===== config.mk =====
export PLATFORM = sky130hd
export DESIGN_NAME = dpot_regfile
export DESIGN_NICKNAME = d
export VERILOG_FILES = /design/src/rtl/dpot_pkg.sv /design/src/rtl/dpot_rst_sync.sv /design/src/rtl/dpot_boot_seq.sv /design/src/rtl/dpot_wip_timer.sv /design/src/rtl/dpot_regfile.sv
export SDC_FILE = /design/constraint.sdc
export NUM_CORES = 1
export LEC_CHECK = 0
export ABC_AREA = 1
export BUFFER_PORTS_ARGS = -buffer_cell sky130_fd_sc_hd__buf_4
export CAP_MARGIN = 25
export CORE_MARGIN = 2
export CORE_UTILIZATION = 50
export CTS_CLUSTER_DIAMETER = 40
export DETAILED_ROUTE_END_ITERATION = 7
export HOLD_SLACK_MARGIN = 0.03
export PLACE_DENSITY = 0.85
export SETUP_SLACK_MARGIN = 0.02
export SKIP_LAST_GASP = 1
export SYNTH_ARGS = -nofsm -noshare
export SYNTH_HDL_FRONTEND = slang
export SYNTH_SLANG_ARGS = --single-unit
export TNS_END_PERCENT = 10

===== constraint.sdc =====
create_clock -name clk -period 1.46 [get_ports clk]
set_input_delay 0.073 -clock clk [delete_from_list [all_inputs] [get_ports clk]]
set_output_delay 0.073 -clock clk [all_outputs]
set_load 0.01 [all_outputs]

===== src/rtl/dpot_pkg.sv =====
package dpot_pkg;
  localparam int DATA_W    = 8;
  localparam int ADDR_W    = 2;
  localparam logic [ADDR_W-1:0] ADDR_POS = 2'd0;
  localparam logic [ADDR_W-1:0] ADDR_CTL = 2'd2;
  localparam int BIT_VOL   = 7;
  localparam int BIT_SHDN  = 6;
  localparam int BIT_WIP   = 5;

  typedef enum logic {BOOT_WAIT = 1'b0, BOOT_RUN = 1'b1} boot_state_t;
endpackage


===== src/rtl/dpot_rst_sync.sv =====
module dpot_rst_sync (
  input  logic clk,
  input  logic rst_n,
  output logic rst_n_sync
);
  logic [1:0] sync_q;

  always_ff @(posedge clk or negedge rst_n) begin
    if (!rst_n) sync_q <= 2'b00;
    else        sync_q <= {sync_q[0], 1'b1};
  end

  assign rst_n_sync = sync_q[1];
endmodule


===== src/rtl/dpot_boot_seq.sv =====
module dpot_boot_seq
  import dpot_pkg::*;
(
  input  logic clk,
  input  logic rst_n,
  input  logic nv_ready,
  output logic load,
  output logic ready
);
  boot_state_t state_q, state_d;

  always_comb begin
    state_d = state_q;
    load    = 1'b0;
    if (state_q == BOOT_WAIT && nv_ready) begin
      state_d = BOOT_RUN;
      load    = 1'b1;
    end
  end

  always_ff @(posedge clk or negedge rst_n) begin
    if (!rst_n) state_q <= BOOT_WAIT;
    else        state_q <= state_d;
  end

  assign ready = (state_q == BOOT_RUN);
endmodule


===== src/rtl/dpot_wip_timer.sv =====
module dpot_wip_timer #(
  parameter int WIP_CYCLES = 16
) (
  input  logic clk,
  input  logic rst_n,
  input  logic start,
  input  logic nv_busy,
  output logic wip
);
  logic wip_q, wip_d;

  generate
    if (WIP_CYCLES > 0) begin : g_timed
      localparam int CW = $clog2(WIP_CYCLES + 1);
      logic [CW-1:0] cnt_q, cnt_d;

      always_comb begin
        wip_d = wip_q;
        cnt_d = cnt_q;
        if (start) begin
          wip_d = 1'b1;
          cnt_d = CW'(WIP_CYCLES);
        end else if (wip_q) begin
          if (cnt_q != '0)   cnt_d = cnt_q - 1'b1;
          else if (!nv_busy) wip_d = 1'b0;
        end
      end

      always_ff @(posedge clk or negedge rst_n) begin
        if (!rst_n) cnt_q <= '0;
        else        cnt_q <= cnt_d;
      end
    end else begin : g_untimed
      always_comb begin
        wip_d = wip_q;
        if (start)                wip_d = 1'b1;
        else if (wip_q && !nv_busy) wip_d = 1'b0;
      end
    end
  endgenerate

  always_ff @(posedge clk or negedge rst_n) begin
    if (!rst_n) wip_q <= 1'b0;
    else        wip_q <= wip_d;
  end

  assign wip = wip_q;
endmodule


===== src/rtl/dpot_regfile.sv =====
module dpot_regfile
  import dpot_pkg::*;
#(
  parameter int WIPER_W    = 7,
  parameter int WIP_CYCLES = 16
) (
  input  logic               clk,
  input  logic               rst_n,
  input  logic               req_valid,
  input  logic               req_write,
  input  logic [ADDR_W-1:0]  req_addr,
  input  logic [DATA_W-1:0]  req_wdata,
  output logic               req_ready,
  output logic               rsp_valid,
  output logic [DATA_W-1:0]  rsp_rdata,
  input  logic               nv_ready,
  input  logic [WIPER_W-1:0] nv_rd_data,
  output logic               nv_wr_en,
  output logic [WIPER_W-1:0] nv_wr_data,
  input  logic               nv_busy,
  input  logic               shdn_pin,
  output logic               shutdown,
  output logic [WIPER_W-1:0] wiper_pos
);
  localparam logic [WIPER_W-1:0] MID_POS = WIPER_W'(1) << (WIPER_W - 1);
  localparam int PAD_W = DATA_W - WIPER_W;

  logic rst_n_i, boot_load, wip;
  logic accept, wr_pos, wr_ctl, nv_start;
  logic [WIPER_W-1:0] wiper_q, wiper_d, ivr_q, ivr_d;
  logic vol_q, vol_d, shdn_q, shdn_d;
  logic rsp_valid_d;
  logic [DATA_W-1:0] rdata_q, rdata_d;

  dpot_rst_sync u_rst_sync (.clk(clk), .rst_n(rst_n), .rst_n_sync(rst_n_i));

  dpot_boot_seq u_boot (
    .clk(clk), .rst_n(rst_n_i), .nv_ready(nv_ready),
    .load(boot_load), .ready(req_ready)
  );

  dpot_wip_timer #(.WIP_CYCLES(WIP_CYCLES)) u_wip (
    .clk(clk), .rst_n(rst_n_i), .start(nv_start), .nv_busy(nv_busy), .wip(wip)
  );

  // request decode
  always_comb begin
    accept   = req_valid & req_ready;
    wr_pos   = accept & req_write & (req_addr == ADDR_POS) & ~wip;
    wr_ctl   = accept & req_write & (req_addr == ADDR_CTL) & ~wip;
    nv_start = wr_pos & ~vol_q;
  end

  // next state of the register file
  always_comb begin
    wiper_d = wiper_q;
    ivr_d   = ivr_q;
    vol_d   = vol_q;
    shdn_d  = shdn_q;
    if (boot_load) begin
      wiper_d = nv_rd_data;
      ivr_d   = nv_rd_data;
    end else if (wr_pos) begin
      wiper_d = req_wdata[WIPER_W-1:0];
      if (!vol_q) ivr_d = req_wdata[WIPER_W-1:0];
    end
    if (wr_ctl) begin
      vol_d  = req_wdata[BIT_VOL];
      shdn_d = req_wdata[BIT_SHDN];
    end
  end

  // read path
  always_comb begin
    rsp_valid_d = accept & ~req_write;
    rdata_d     = '0;
    case (req_addr)
      ADDR_POS: rdata_d = {{PAD_W{1'b0}}, (vol_q ? wiper_q : ivr_q)};
      ADDR_CTL: begin
        rdata_d[BIT_VOL]  = vol_q;
        rdata_d[BIT_SHDN] = shdn_q;
        rdata_d[BIT_WIP]  = wip;
      end
      default:  rdata_d = '0;
    endcase
  end

  always_ff @(posedge clk or negedge rst_n_i) begin
    if (!rst_n_i) begin
      wiper_q   <= MID_POS;
      ivr_q     <= '0;
      vol_q     <= 1'b0;
      shdn_q    <= 1'b1;
      rsp_valid <= 1'b0;
      rdata_q   <= '0;
    end else begin
      wiper_q   <= wiper_d;
      ivr_q     <= ivr_d;
      vol_q     <= vol_d;
      shdn_q    <= shdn_d;
      rsp_valid <= rsp_valid_d;
      if (rsp_valid_d) rdata_q <= rdata_d;
    end
  end

  assign rsp_rdata  = rdata_q;
  assign nv_wr_en   = nv_start;
  assign nv_wr_data = req_wdata[WIPER_W-1:0];
  assign wiper_pos  = wiper_q;
  assign shutdown   = ~(shdn_q | shdn_pin);
endmodule


==> impl_metrics.tcl, run 1 <==
set metrics [dict create \
    track_usage_pct 21.1 \
    power_mw 2.87 \
    syn_nets 228 \
    peakVddDrop_v 0.00105 \
    rsz0062_at_grt "true" \
    ant_nets 0 \
    cts_tree "built" \
    synth_top_area_share_pct 48.9 \
    multi_input_area_sq_um 653 \
    num_vias 1482 \
    crit_fanout 5 \
    cts_max_level 2 \
    die_area_sq_mm 0.00375 \
    ys_warn_count 0 \
    ys_top_cells_by_count "nand2_1, dfrtp_1, nand3_1, o21ai_0, inv_1" \
    grt_pass1_wl_microns 5630 \
    drc 0 \
    syn2layout_area_growth_pct 32.2 \
    yosysMostFrequentCell "nand2_1" \
    gp_congestion 0.812 \
    critPathRequiredTime_ps 1390 \
    chipHeight_microns 61.3 \
    setup_viol 0 \
    endpoint_kind "output pin" \
    wl_per_cell_microns 11.5 \
    final_max_slew_viol_count 0 \
    drtPass1Iterations 4 \
    holdWs_ps 47.3 \
    critPathArrivalTime_ps 1310 \
    critical_path_class "reg2out" \
    start_kind "flop" \
    hpwl_microns 2590 \
    wl_microns 3480 \
    final_hold_viol_count 0 \
    netlist-cell-type-count 22 \
    insertion_delay_ps 330 \
    final.period_utilization_pct 94.5 \
    num_rows 20 \
    hp-class "in2async" \
    synthTopCellsByArea "dfrtp_1, nand2_1, nand3_1, o21ai_0, inv_1" \
    avgViaCountPerCell 4.89 \
    crit_top_cell "inv_1" \
    register_area_sq_um 853 \
    cellPowerDensity_mw_per_mm2 1320 \
    core-area_sq_mm 0.00308 \
    r2r_cells 7 \
    nFillCells 253 \
    yosysSeqAreaShare_pct 52.1 \
    gr-total-overflow 0 \
    synth-async-reset-ratio_pct 100 \
    antenna_found_initial 0 \
    yosysTopAreaCell "dfrtp_1" \
    synth_flop_cell "dfrtp_1" \
    dieWidth_microns 61.3 \
    synth_area_sq_mm 0.00164 \
    slowest_stage "dfrtp_1" \
    cts_buffers 5 \
    start_util_pct 53.3 \
    worst_path_largest_cell_delay_ps 430 \
    status "finished clean" \
    drt_iter0_drc 101 \
    grt_max_degree 33 \
    fin_cells 303 \
    synth_edf_count 0 \
    skew_ps 7.89 \
    clk_pin_slew_ps 90 \
    fmax_mhz 725 \
    place_inst 289 \
    clockBufferDepth 2 \
    synthCells 203 \
    path_cells "inv_1, nand2_1, nor2_4, nand3_4, inv_1, buf_4" \
    cap_violations 0 \
    synth_area_per_cell_sq_um 8.07 \
    grt_pass1_vias 1326 \
    clock_sinks 34 \
    antennaDiodeCount 0 \
    synth_seq_cells 34 \
    nNetsFinal 283 \
    ios 50 \
    post-route-min-period_ps 1380 \
    drive_gt1_share_pct 27.8 \
    leakage_nw 1.17 \
    cts-root-buf "clkbuf_4" \
    tns_ps 0 \
    portBuffers 49 \
]
[registers in the layout, summed over array words and instances, names as in the netlist]
name and cells:
rsp_valid 1, rsp_rdata 8, shdn_q 1, ivr_q 7, wiper_pos 7, vol_q 1, u_rst_sync.sync_q 2, u_boot.ready 1
u_wip.g_timed.cnt_q 5, u_wip.wip 1
[layer usage]
| metal | vias to the layer above | wire length (microns) | global-route usage (%) |
|---|---|---|---|
| met5 | - | 0 | 0 |
| met4 | 0 | 87 | 14.3 |
| met3 | 8 | 239 | 6.09 |
| met2 | 57 | 1610 | 31.6 |
| met1 | 662 | 1540 | 26.5 |
| li1 | 755 | - | - |
[path summary, 6_finish.rpt]
path,startpoint,endpoint,slack (ps)
worst max-delay path,u_wip.wip,nv_wr_en,80
worst min-delay path,rst_n,u_rst_sync.sync_q[1],50
worst max register to register,u_wip.g_timed.cnt_q[0],u_wip.g_timed.cnt_q[2],80
worst min register to register,u_rst_sync.sync_q[1],rsp_rdata[3],250
max in group asynchronous,u_rst_sync.sync_q[1],shdn_q,880
min in group clk,req_wdata[5],ivr_q[5],70
[repair_timing]
action                                  4_1_cts  5_1_grt
endpoints found under the setup margin        1       17
resized for setup                             1        4
pin swaps                                     1        0
hold endpoints to repair                      6        0
hold buffers                                  5        0
gates cloned                                  0        0
buffers inserted                              1        0
[cells by family after synthesis]
family                   Yosys count  synth area share, %
adder cells (fa/ha/maj)            1                0.763
AO/OA/AOI/OAI                     29                 8.93
AND/OR/NAND/NOR                  107                 28.2
other                              1                0.229
XOR/XNOR                           1                0.534
buffers and inverters             30                 9.31
flip-flops                        34                 52.1
[power by group]
part | internal (mW) | total, mW | switching, mW
Sequential | 1.16 | 1.30 | 0.132
Clock | 0.363 | 0.650 | 0.287
Combinational | 0.417 | 0.924 | 0.507
Total | 1.95 | 2.87 | 0.926
[critical path: cells and delay by family (launching register included)]
| family | cells | cell delay [ps] |
|---|---|---|
| buffers and inverters | 3 | 250 |
| and+or+nand+nor | 3 | 300 |
| DFF | 1 | 430 |
[stage by stage]
| stage | instance area, sq um | setup WS (ps) | utilization, % |
|---|---|---|---|
| 2_1_floorplan | 1640 | 179 | - |
| 3_3_place_gp | 2010 | 109 | 65.4 |
| 3_5_place_dp | 2010 | 55.4 | 65.4 |
| 4_1_cts | 2150 | 30.1 | 70.0 |
| 5_1_grt | 2170 | 0.616 | 70.4 |
| 6_report | 2170 | 80.7 | 70.4 |
[layout make-up]
class / count / share of cell area (%)
timing repair buffer: 60 / 21.4
clock inverter: 1 / 1.39
clock buffer: 7 / 2.08
tap: 44 / 2.54
inverter: 18 / 3.12
sequential: 34 / 39.4
multi-input combinational: 139 / 30.1
[cells in the final DEF, fill, tap and decap left out]
master,n
a21oi_1,2
a31oi_1,1
buf_4,55
bufinv_16,1
clkbuf_1,2
clkbuf_4,5
clkinv_1,1
conb_1,1
dfrtp_1,32
dfstp_2,2
dlygate4sd3_1,5
ha_1,1
inv_1,17
nand2_1,62
nand2_2,3
nand2_4,1
nand3_1,26
nand3_4,1
nand3b_1,1
nor2_1,9
nor2_2,1
nor2_4,1
o21ai_0,25
o21ai_1,1
or2_2,2
xor2_1,1
(Power assumes the default switching activity.)
==> inputs of run 2 (changes only) <==
--- a/config.mk
+++ b/config.mk
@@ -9,11 +9,12 @@
 export BUFFER_PORTS_ARGS = -buffer_cell sky130_fd_sc_hd__buf_4
 export CAP_MARGIN = 25
 export CORE_MARGIN = 2
-export CORE_UTILIZATION = 50
+export CORE_UTILIZATION = 57
+export CTS_BUF_LIST = sky130_fd_sc_hd__clkbuf_2 sky130_fd_sc_hd__clkbuf_4 sky130_fd_sc_hd__clkbuf_8
 export CTS_CLUSTER_DIAMETER = 40
 export DETAILED_ROUTE_END_ITERATION = 7
 export HOLD_SLACK_MARGIN = 0.03
-export PLACE_DENSITY = 0.85
+export PLACE_DENSITY_LB_ADDON = 0.08
 export SETUP_SLACK_MARGIN = 0.02
 export SKIP_LAST_GASP = 1
 export SYNTH_ARGS = -nofsm -noshare
==> constraint.sdc (replaced) <==
create_clock -name clk -period 1.7 [get_ports clk]
set_input_delay 0.085 -clock clk [delete_from_list [all_inputs] [get_ports clk]]
set_output_delay 0.085 -clock clk [all_outputs]
set_load 0.01 [all_outputs]
==> impl_metrics.tcl, run 2 (same netlist as run 1, synthesis figures left out) <==
set metrics [dict create \
    skew_ps 7.75 \
    wl_microns 3540 \
    endpoint_kind "output pin" \
    leakage_nw 1.16 \
    mostFrequentLayoutCell "nand2_1" \
    layout_common_cells "nand2_1, buf_4, dfrtp_1, nand3_1, o21ai_0" \
    grt_max_degree 33 \
    cts-root-buf "clkbuf_4" \
    drc 0 \
    dp_slack_ps 228 \
    insertion_delay_ps 330 \
    dieWidth_microns 57.6 \
    rsz0062_at_grt "false" \
    final.period_utilization_pct 93.4 \
    post-route-min-period_ps 1590 \
    cts_tree "built" \
    worst_slack_ps 112 \
    grt_pass1_vias 1479 \
    clk_pin_slew_ps 100 \
    antennaDiodeCount 0 \
    critPathArrivalTime_ps 1500 \
    die_area_sq_mm 0.00332 \
    holdWs_ps 54.0 \
    drive_gt1_share_pct 28.0 \
    cp-startpoint "u_wip.wip" \
    cellPowerDensity_mw_per_mm2 1170 \
    r2r_end "u_wip.g_timed.cnt_q[2]" \
    largest_register_ffs 8 \
    fmax_mhz 630 \
    avgViaCountPerCell 5.13 \
    chipHeight_microns 57.6 \
    crit_family "flip-flops" \
    crit_fanout 17 \
    path_cells "inv_1, nand2_1, nor2_4, nand3_4, inv_1, buf_4" \
    critical_path_class "reg2out" \
    critPathRequiredTime_ps 1620 \
    ios 50 \
    r2r_cells 7 \
    drtPass1Iterations 4 \
    place_inst 275 \
    register_area_sq_um 853 \
    nNetsFinal 281 \
    start_kind "flop" \
    hp-class "in2async" \
    postCtsSetupBuffers 0 \
    wl_per_cell_microns 12.3 \
    multi_input_area_sq_um 648 \
    num_vias 1477 \
    syn2layout_area_growth_pct 30.2 \
    setup_viol 0 \
    final_hold_viol_count 0 \
    cts_buffers 5 \
    num_rows 19 \
    ant_nets 0 \
    start_util_pct 60.0 \
    slowest_stage "dfrtp_1" \
    r2r_slack_ps 290 \
    worst_path_largest_cell_delay_ps 450 \
    regToRegStartpoint "u_wip.g_timed.cnt_q[0]" \
    status "finished clean" \
    drt_iter0_drc 80 \
    clockBufferDepth 2 \
    antenna_found_initial 0 \
    final_max_slew_viol_count 0 \
    tns_ps 0 \
    crit_top_cell "inv_1" \
    core-area_sq_mm 0.00273 \
    clock_sinks 34 \
    peakVddDrop_v 0.00127 \
    cap_violations 0 \
    track_usage_pct 23.9 \
    portBuffers 49 \
    grt_pass1_wl_microns 6070 \
    fin_cells 288 \
    nFillCells 188 \
    gp_congestion 0.750 \
    cts_max_level 2 \
    gr-total-overflow 0 \
    hpwl_microns 2710 \
    critPathBufInv 3 \
]
run 2: cell count changes in the layout (fill, tap and decap cells not counted), sizes merged:
cell,change
clkbuf,-2
clkinv,+2
buf,-2
run 2: final cells by class:
class / instances / area share (%)
Multi-Input combinational cell: 139 / 30.4
Inverter: 18 / 3.17
Sequential cell: 34 / 40.0
Clock inverter: 3 / 1.88
Timing Repair Buffer: 58 / 21.0
Clock buffer: 5 / 1.76
Tap cell: 31 / 1.82
run 2: where the power goes:
group / switching (mW) / leakage (nW) / internal [mW]
Clock: 0.268 / 0.0450 / 0.305
Combinational: 0.438 / 0.689 / 0.357
Sequential: 0.122 / 0.427 / 1.00
run 2: through the flow:
step	power, mW	area (sq um)	util [%]
final	2.49	2130	78.0
after global routing	2.67	2130	78.0
after CTS	2.50	2130	77.9
after detailed placement	1.91	1990	72.8
after global placement	1.86	1990	72.8
after floorplan	1.59	1640	-
run 2: per-layer routing:
| metal | vias to the layer above | global-route usage [%] | routed length [microns] |
|---|---|---|---|
| met5 | - | 0 | 0 |
| met4 | 0 | 11.6 | 68 |
| met3 | 9 | 5.36 | 193 |
| met2 | 54 | 41.4 | 1810 |
| met1 | 665 | 28.1 | 1470 |
| li1 | 749 | - | - |
run 2: repair_timing:
| action | CTS | global route |
|---|---|---|
| resized for setup | 2 | 1 |
| hold buffers | 5 | 0 |
| endpoints found under the hold margin | 6 | 0 |
| cloned | 0 | 0 |
| setup endpoints to repair | 1 | 1 |
run 2: worst max path at each step:
stage	endpoint	depth (start not counted)
6_report	nv_wr_en	6
5_1_grt	nv_wr_en	6
4_1_cts	nv_wr_en	5
3_5_place_dp	ivr_q[4]	6
3_3_place_gp	ivr_q[5]	6
2_1_floorplan	u_wip.g_timed.cnt_q[2]	6
